$ cat src/rtl/vec_irq_pkg.sv
package vec_irq_pkg;
  localparam logic [3:0] TRAP_LEVEL = 4'd8;

  typedef struct packed {
    logic take;     // accept winner: clear pending, push level
    logic restore;  // pop saved level
  } irqStrobes_t;
endpackage

$ cat src/rtl/vec_irq_datapath.sv
module vec_irq_datapath
  import vec_irq_pkg::*;
#(
  parameter int NUM_IRQ     = 16,
  parameter int NUM_TRAP    = 6,
  parameter int ADDR_W      = 24,
  parameter int STACK_DEPTH = 8,
  parameter logic [ADDR_W-1:0] PRI_BASE = 24'h000004
) (
  input  logic                  clk,
  input  logic                  rstN,
  input  logic [NUM_IRQ-1:0]    irqIn,
  input  logic [NUM_TRAP-1:0]   trapIn,
  input  logic [NUM_IRQ-1:0]    irqEnable,
  input  logic [3*NUM_IRQ-1:0]  irqPrio,
  input  logic                  altTableEn,
  input  irqStrobes_t           strobes,
  output logic                  cpuReq,
  output logic [ADDR_W-1:0]     cpuVector,
  output logic [3:0]            cpuLevel,
  output logic                  stackEmpty,
  output logic                  stackFull
);
  localparam int NUM_VEC = NUM_TRAP + NUM_IRQ;
  localparam int VEC_W   = $clog2(NUM_VEC);
  localparam int IRQ_W   = (NUM_IRQ > 1) ? $clog2(NUM_IRQ) : 1;
  localparam int TRAP_W  = (NUM_TRAP > 1) ? $clog2(NUM_TRAP) : 1;
  localparam int SP_W    = $clog2(STACK_DEPTH + 1);
  localparam logic [ADDR_W-1:0] ALT_BASE = PRI_BASE + ADDR_W'(2 * NUM_VEC);

  logic [NUM_IRQ-1:0]  pendIrq;
  logic [NUM_TRAP-1:0] pendTrap;
  logic [NUM_IRQ-1:0]  irqClr;
  logic [NUM_TRAP-1:0] trapClr;
  logic [2:0]          prioOf [NUM_IRQ];
  logic [NUM_IRQ-1:0]  eligible;

  // per-source slicing and eligibility
  genvar gi;
  generate
    for (gi = 0; gi < NUM_IRQ; gi++) begin : g_src
      assign prioOf[gi]   = irqPrio[3*gi +: 3];
      assign eligible[gi] = pendIrq[gi] && irqEnable[gi] && (prioOf[gi] != 3'd0);
    end
  endgenerate

  // arbitration: highest level, ties go to the lowest index
  logic [3:0]        bestLvl;
  logic [IRQ_W-1:0]  bestIdx;
  logic              trapHit;
  logic [TRAP_W-1:0] trapIdx;
  logic [3:0]        winLevel;
  logic [VEC_W-1:0]  winVec;
  logic              winValid;

  always_comb begin
    bestLvl = 4'd0;
    bestIdx = '0;
    for (int i = 0; i < NUM_IRQ; i++) begin
      if (eligible[i] && ({1'b0, prioOf[i]} > bestLvl)) begin
        bestLvl = {1'b0, prioOf[i]};
        bestIdx = IRQ_W'(i);
      end
    end
    trapHit = 1'b0;
    trapIdx = '0;
    for (int t = NUM_TRAP - 1; t >= 0; t--) begin
      if (pendTrap[t]) begin
        trapHit = 1'b1;
        trapIdx = TRAP_W'(t);
      end
    end
    if (trapHit) begin
      winLevel = TRAP_LEVEL;
      winVec   = VEC_W'(trapIdx);
    end else begin
      winLevel = bestLvl;
      winVec   = VEC_W'(NUM_TRAP) + VEC_W'(bestIdx);
    end
    winValid = trapHit || (bestLvl != 4'd0);
  end

  // pending flags: set wins over clear
  always_comb begin
    irqClr  = '0;
    trapClr = '0;
    if (strobes.take) begin
      if (trapHit) trapClr[trapIdx] = 1'b1;
      else         irqClr[bestIdx]  = 1'b1;
    end
  end

  always_ff @(posedge clk) begin
    if (!rstN) begin
      pendIrq  <= '0;
      pendTrap <= '0;
    end else begin
      pendIrq  <= (pendIrq & ~irqClr) | irqIn;
      pendTrap <= (pendTrap & ~trapClr) | trapIn;
    end
  end

  // level register and save stack
  logic [3:0]      levelQ;
  logic [SP_W-1:0] sp;
  logic [3:0]      levelStack [2**SP_W];

  always_ff @(posedge clk) begin
    if (!rstN) begin
      levelQ <= 4'd0;
      sp     <= '0;
    end else if (strobes.take) begin
      levelQ <= winLevel;
      sp     <= sp + 1'b1;
    end else if (strobes.restore) begin
      levelQ <= levelStack[sp - 1'b1];
      sp     <= sp - 1'b1;
    end
  end

  always_ff @(posedge clk) begin
    if (strobes.take) levelStack[sp] <= levelQ;
  end

  assign cpuReq     = winValid && (winLevel > levelQ);
  assign cpuVector  = (altTableEn ? ALT_BASE : PRI_BASE) + ADDR_W'({winVec, 1'b0});
  assign cpuLevel   = levelQ;
  assign stackEmpty = (sp == '0);
  assign stackFull  = (sp == SP_W'(STACK_DEPTH));
endmodule

$ cat src/rtl/vec_irq_control.sv
module vec_irq_control
  import vec_irq_pkg::*;
(
  input  logic        cpuAck,
  input  logic        cpuRet,
  input  logic        cpuReq,
  input  logic        stackEmpty,
  input  logic        stackFull,
  output irqStrobes_t strobes
);
  always_comb begin
    strobes.take    = cpuAck && cpuReq && !stackFull;
    strobes.restore = cpuRet && !strobes.take && !stackEmpty;
  end
endmodule

$ cat src/rtl/vec_irq_ctrl.sv
module vec_irq_ctrl
  import vec_irq_pkg::*;
#(
  parameter int NUM_IRQ     = 16,
  parameter int NUM_TRAP    = 6,
  parameter int ADDR_W      = 24,
  parameter int STACK_DEPTH = 8,
  parameter logic [ADDR_W-1:0] PRI_BASE = 24'h000004
) (
  input  logic                 clk,
  input  logic                 rstN,
  input  logic [NUM_IRQ-1:0]   irqIn,
  input  logic [NUM_TRAP-1:0]  trapIn,
  input  logic [NUM_IRQ-1:0]   irqEnable,
  input  logic [3*NUM_IRQ-1:0] irqPrio,
  input  logic                 altTableEn,
  input  logic                 cpuAck,
  input  logic                 cpuRet,
  output logic                 cpuReq,
  output logic [ADDR_W-1:0]    cpuVector,
  output logic [3:0]           cpuLevel
);
  irqStrobes_t strobes;
  logic        stackEmpty;
  logic        stackFull;

  vec_irq_control u_ctl (
    .cpuAck(cpuAck), .cpuRet(cpuRet), .cpuReq(cpuReq),
    .stackEmpty(stackEmpty), .stackFull(stackFull), .strobes(strobes)
  );

  vec_irq_datapath #(
    .NUM_IRQ(NUM_IRQ), .NUM_TRAP(NUM_TRAP), .ADDR_W(ADDR_W),
    .STACK_DEPTH(STACK_DEPTH), .PRI_BASE(PRI_BASE)
  ) u_dp (
    .clk(clk), .rstN(rstN), .irqIn(irqIn), .trapIn(trapIn),
    .irqEnable(irqEnable), .irqPrio(irqPrio), .altTableEn(altTableEn),
    .strobes(strobes), .cpuReq(cpuReq), .cpuVector(cpuVector),
    .cpuLevel(cpuLevel), .stackEmpty(stackEmpty), .stackFull(stackFull)
  );
endmodule

$ cat config.mk
export PLATFORM = sky130hd
export DESIGN_NAME = vec_irq_ctrl
export DESIGN_NICKNAME = d
export VERILOG_FILES = /design/src/rtl/vec_irq_pkg.sv /design/src/rtl/vec_irq_datapath.sv /design/src/rtl/vec_irq_control.sv /design/src/rtl/vec_irq_ctrl.sv
export SDC_FILE = /design/constraint.sdc
export NUM_CORES = 1
export LEC_CHECK = 0
export ABC_AREA = 1
export BUFFER_PORTS_ARGS = -buffer_cell sky130_fd_sc_hd__buf_2
export CELL_PAD_IN_SITES_DETAIL_PLACEMENT = 1
export CELL_PAD_IN_SITES_GLOBAL_PLACEMENT = 2
export CORE_AREA = 2 2 197 122
export DETAILED_ROUTE_END_ITERATION = 16
export DIE_AREA = 0 0 199 124
export PLACE_DENSITY_LB_ADDON = 0.1
export RECOVER_POWER = 50
export SLEW_MARGIN = 15
export SYNTH_ARGS = -nofsm -noshare
export SYNTH_HDL_FRONTEND = slang
export SYNTH_SLANG_ARGS = --single-unit
$ cat constraint.sdc
create_clock -name clk -period 64.8 [get_ports clk]
set_input_delay 9.72 -clock clk [delete_from_list [all_inputs] [get_ports clk]]
set_output_delay 9.72 -clock clk [all_outputs]
set_load 0.01 [all_outputs]
==> impl_metrics.yaml, run 1 <==
run_status:
  status: "finished with violations"
  violations: "capacitance limit, slew limit"
routing:
  drt-initial-drc-count: 319
  num_vias: 6057
  wl_met1_mm: 12.7
  wl_met2_mm: 7.44
  drt-wirelength-per-cell_um: 16.6
  antenna_left: 0
  wl_mm: 21.3
  wl_met3_mm: 1.07
  vias_per_cell: 4.71
  drc_errors: 0
  highest_layer: "met4"
  dr.pass1.iters: 4
floorplan:
  fp.dieH_um: 124
  core_um2: 22800
  fp-row-count: 43
  design.die.area_um2: 24700
  io_pins: 120
  die_x_um: 199
  start_util_pct: 29.8
layout:
  final_util_pct: 34.3
  syn2layout_area_growth_pct: 15.1
  final_cell_mix: "nand2_1, inv_1, buf_2"
  fin_nets: 1105
  fillers: 2813
  n_antenna_cell: 0
  fin_cells: 1286
  multi_input_area_um2: 3540
  ff_latch_area_um2: 2520
  final_layout_size_suffix_gt1_share_pct: 18.7
  final_common_cell: "nand2_1"
synth:
  synth_edf_count: 64
  synth_top_area_share_pct: 28.4
  ys_ff_latch: 94
  syn_avg_cell_area_um2: 7.84
  yosys_warnings: 0
  syn_area_um2: 6770
  synth_top_flop_cell: "edfxtp_1"
  synth_area_leaders: "edfxtp_1, dfxtp_1, ha_1"
  yosysUniqueCellTypes: 53
  syn_inst: 864
  ys_seq_area_share_pct: 37.2
  yosysTopAreaCell: "edfxtp_1"
  async_reset_ff_share_pct: 0
worst_setup_path:
  crit_top_cell: "nand2_1"
  endpoint_kind: "primary output"
  worst-path-max-fanout: 10
  critical_path_class: "in2out"
  slowest_stage: "o311ai_0"
  worst_path_largest_cell_delay_ns: 0.49
  crit_arrival_ns: 28.80
  cp-start-kind: "input port"
  cp.required_ns: 55.08
place:
  gp_congestion: 0.782
  place.detailed.hpwl_mm: 17.1
  io_buffers: 101
  dp_cells: 1270
clocking:
  clk_path_buf_depth: 2
  clk_latency_ns: 0.35
  cts_resized: 0
  holdBufCountCts: 0
  h-tree-depth: 3
  cts-root-buf: "clkbuf_16"
  cts_sinks: 94
  cts_setup_buffers: 0
  clk_pin_slew_ns: 0.07
  tritoncts: "built"
  cts_buffers: 9
power_and_ir_drop:
  pwr_density_cell_nw_per_um2: 36.8
  ir_drop_mv: 0.0182
  leakage_uw: 0.00370
  power_uw: 287
timing:
  fmax_mhz: 26.0
  holdWs_ns: 0.480
  finalHoldViolCount: 0
  setup_tns_ns: 0
  timing.final.crit_period_ns: 38.52
  drv_slew: 47
  fin_crit_sh_pct: 59.4
  rsz0062_at_grt: "false"
  relSlewSlack_pct: -12.0
  worst_slew_pin_slew_ns: 1.66
  setup_viol: 0
  finalClockSkew_ns: 0.0106
grt:
  grt_overflow: 0
  grt_antenna_before_repair: 0
  grt_pass1_wl_mm: 33.6
  grt_max_degree: 38
  grt_usage_pct: 17.8
  grt_pass1_vias: 5980
flow_run:
  drv_cap: 2
worst_hold_path:
  hp-class: "reg2reg"
==> synthesized netlist by cell type, types with 3 or more instances <==
cell / number
nand4_1: 3
nand3_2: 9
nand2_2: 33
inv_2: 9
dfxtp_1: 30
buf_6: 3
a21oi_1: 38
nand2_1: 150
clkbuf_1: 14
o21bai_1: 3
a31oi_1: 4
o221ai_1: 8
o311a_1: 5
o211ai_1: 7
o311a_2: 3
mux2i_1: 8
o21ai_0: 47
or2_2: 3
nor2_1: 77
nand2_4: 4
o32ai_1: 8
xor2_1: 4
o21ai_1: 24
nand3_1: 69
edfxtp_1: 64
nor3_1: 8
ha_1: 48
buf_4: 19
inv_1: 127
a31o_2: 5
==> worst paths after layout <==
| kind | from | to | slack (ns) | depth (start not counted) |
|---|---|---|---|---|
| setup / recovery | irqEnable[0] | cpuVector[5] | 26.28 | 124 |
| hold / removal | u_dp.pendIrq[15] | u_dp.pendIrq[15] | 0.48 | 2 |
| setup reg to reg | u_dp.pendIrq[0] | u_dp.sp[3] | 43.93 | 124 |
| hold reg to reg | u_dp.pendIrq[15] | u_dp.pendIrq[15] | 0.48 | 2 |
==> kinds of logic after synthesis <==
kind of cell,synth area share (%)
xor+xnor,0.646
other cells,0.0554
flops,37.2
compound gates,15.2
fa+ha+maj,8.87
buf+inv,11.0
mux,1.18
simple gates,25.8
==> where the power goes <==
group / internal [uW] / leakage (uW) / switching [uW]
sequential: 75.5 / 0.000845 / 8.38
clock: 26.9 / 0.000140 / 26.3
combinational: 48.0 / 0.00272 / 101
==> registers in the layout (all words and copies together), names as in the netlist <==
register / count
u_dp.sp: 4
u_dp.levelStack: 64
u_dp.cpuLevel: 4
u_dp.pendTrap: 6
u_dp.pendIrq: 16
==> critical path, delay by kind of cell <==
kind                     cells  cell delay, ns
AND/OR/NAND/NOR             60            6.52
buffers and inverters       20            1.59
XOR/XNOR                     1            0.14
AO/OA/AOI/OAI               26            5.60
adder cells (fa/ha/maj)     17            5.13
==> layer usage <==
| layer | global-route usage (%) | vias up |
|---|---|---|
| met5 | 0 | - |
| met4 | 2.10 | 0 |
| met3 | 2.79 | 6 |
| met2 | 23.1 | 123 |
| met1 | 30.0 | 2835 |
| li1 | - | 3093 |
==> per-stage QoR <==
step / setup slack [ns] / area, um^2
5_1_grt: 23.78 / 7790
3_5_place_dp: 26.98 / 7560
3_3_place_gp: 27.29 / 7560
4_1_cts: 26.91 / 7850
2_1_floorplan: 30.22 / 6850
6_report: 26.28 / 7790
==> final cells by class <==
class                           instances  share of cell area [%]
Clock buffer                            9                    2.89
Timing Repair Buffer                  106                    6.85
Clock inverter                          7                   0.819
Inverter                              138                    6.65
Sequential cell                        94                    32.4
Multi-Input combinational cell        617                    45.4
Tap cell                              315                    5.06
Note: power is estimated with default switching activity, not from simulation.
==> run 2: changes to the inputs <==
clock period = 34.1 ns   (was 64.8 ns; I/O delays follow)
==> run 2 against run 1 <==
Effect of this change: the run still ends with capacitance limit, slew limit left; design area increased by 0.43%; global-route usage increased by 0.34 points; first-iteration DRC count increased by 34%; total power increased by 94%; clock power increased by 110%; wire length increased by 0.83%; flip-flop and latch count unchanged; combinational power increased by 93%; die area unchanged; via count decreased by 1.5%; largest cell class unchanged.
==> impl_metrics.yaml, run 2 (same netlist as run 1, synthesis figures left out) <==
power_and_ir_drop:
  switching_share_pct: 46.9
  leakage_uw: 0.00372
  internal-power_uw: 294
  power_frac_seq_pct: 28.4
  power_uw: 555
  ir_drop_mv: 0.0234
  combPwrFrac_pct: 51.8
  clockPowerShare_pct: 19.9
  power_switching_uw: 260
  pwr_density_cell_nw_per_um2: 70.8
worst_hold_path:
  hold_depth: 2
  hp-class: "reg2reg"
  min-delay-start: "u_dp.pendIrq[14]"
  holdPathEnd: "u_dp.pendIrq[14]"
clocking:
  cts_setup_buffers: 0
  clk_latency_ns: 0.36
  holdBufCountCts: 0
  cts_buffers: 9
  clk_pin_slew_ns: 0.07
  clk_path_buf_depth: 2
  cts_resized: 0
  cts_sinks: 94
  tritoncts: "built"
  cts-root-buf: "clkbuf_16"
  h-tree-depth: 3
worst_setup_path:
  rr_worst_depth: 122
  worst_path_largest_cell_delay_ns: 0.41
  cp-start-kind: "input port"
  crit_buf_inv: 20
  worst-path-max-fanout: 10
  slowest_stage: "o21ai_0"
  cp_top_family: "simple AND/OR/NAND/NOR gates"
  critical_path_class: "in2out"
  crit_top_cell: "nand2_1"
  endpoint_kind: "primary output"
  r2r_setup_slack_ns: 13.50
  r2r_end: "u_dp.pendIrq[8]"
  cp.required_ns: 28.98
  r2r-start: "u_dp.pendIrq[0]"
  crit_arrival_ns: 23.93
grt:
  grt_max_degree: 37
  grt_usage_pct: 18.1
  grt_antenna_before_repair: 0
  grt_overflow: 0
  grt_pass1_wl_mm: 33.7
  grt_pass1_vias: 5811
run_status:
  violations: "capacitance limit, slew limit"
  status: "finished with violations"
layout:
  syn2layout_area_growth_pct: 15.6
  final_util_pct: 34.4
  final_layout_size_suffix_gt1_share_pct: 18.5
  fillers: 2804
  reg_top3: "u_dp.levelStack x64, u_dp.pendIrq x16, u_dp.pendTrap x6"
  n_antenna_cell: 0
  regMostFlops: "u_dp.levelStack"
  fin_nets: 1107
  final_cell_mix: "nand2_1, inv_1, buf_2"
  largest_register_ffs: 64
  final_common_cell: "nand2_1"
timing:
  setup_tns_ns: 0
  fin_crit_sh_pct: 85.2
  setup_viol: 0
  finalHoldViolCount: 0
  holdWs_ns: 0.485
  rsz0062_at_grt: "false"
  fmax_mhz: 34.4
  drv_slew: 36
  finalClockSkew_ns: 0.0127
  worst_slew_pin_slew_ns: 1.64
  relSlewSlack_pct: -9.82
  timing.final.crit_period_ns: 29.04
place:
  gp_congestion: 0.828
  io_buffers: 101
  place.detailed.hpwl_mm: 17.3
floorplan:
  io_pins: 120
  core_um2: 22800
  fp-row-count: 43
  design.die.area_um2: 24700
  die_x_um: 199
  fp.dieH_um: 124
  start_util_pct: 29.8
routing:
  dr.pass1.iters: 4
  drt-initial-drc-count: 426
  drc_errors: 0
  vias_per_cell: 4.63
  drt-wirelength-per-cell_um: 16.7
  num_vias: 5969
  wl_mm: 21.5
  antenna_left: 0
flow_run:
  drv_cap: 1
run 2: final cells by class:
type	count	area [um^2]	area share, %
inverters	138	518	6.62
well taps	315	394	5.03
flip-flops and latches	94	2520	32.2
repair buffers	108	542	6.92
clock buffers	9	225	2.88
clock inverters	7	97.6	1.25
multi-input cells	617	3530	45.1
run 2: worst max-delay path by stage:
stage                  from      endpoint  slack [ns]  cells past startpoint
2_1_floorplan  irqEnable[0]  cpuVector[5]        8.73                    125
3_3_place_gp   irqEnable[0]  cpuVector[5]        6.09                    126
3_5_place_dp   irqEnable[0]  cpuVector[5]        5.93                    125
4_1_cts        irqEnable[0]  cpuVector[5]        5.86                    125
5_1_grt        irqEnable[0]  cpuVector[5]        2.77                    123
6_report       irqEnable[0]  cpuVector[5]        5.06                    124
run 2: power groups by stage:
stage               Sequential (uW)  Clock, uW  Combinational [uW]
CTS                             157        113                 293
detailed placement              160          0                 291
global placement                159          0                 295
finish                          157        110                 287
floorplan                       155          0                 204
global route                    159        117                 325
run 2: routing by layer:
layer / GRT usage [%] / up-vias / wire length, um
li1: - / 3101 / -
met1: 30.7 / 2755 / 13100
met2: 22.8 / 104 / 7320
met3: 2.71 / 9 / 983
met4: 3.50 / 0 / 143
met5: 0 / - / 0
run 2: worst min-delay path: stages (launching register included):
cell,delay [ns]
dfxtp_1,0.31
o21ai_0,0.07
a21oi_1,0.06
run 2: metrics by stage:
step                      cell area, um^2  instances  setup WS (ns)
after floorplan                      6850        885           8.73
after global placement               7580       1272           6.09
after detailed placement             7580       1272           5.93
after CTS                            7900       1288           5.86
after global routing                 7830       1288           2.77
final                                7830       1288           5.06
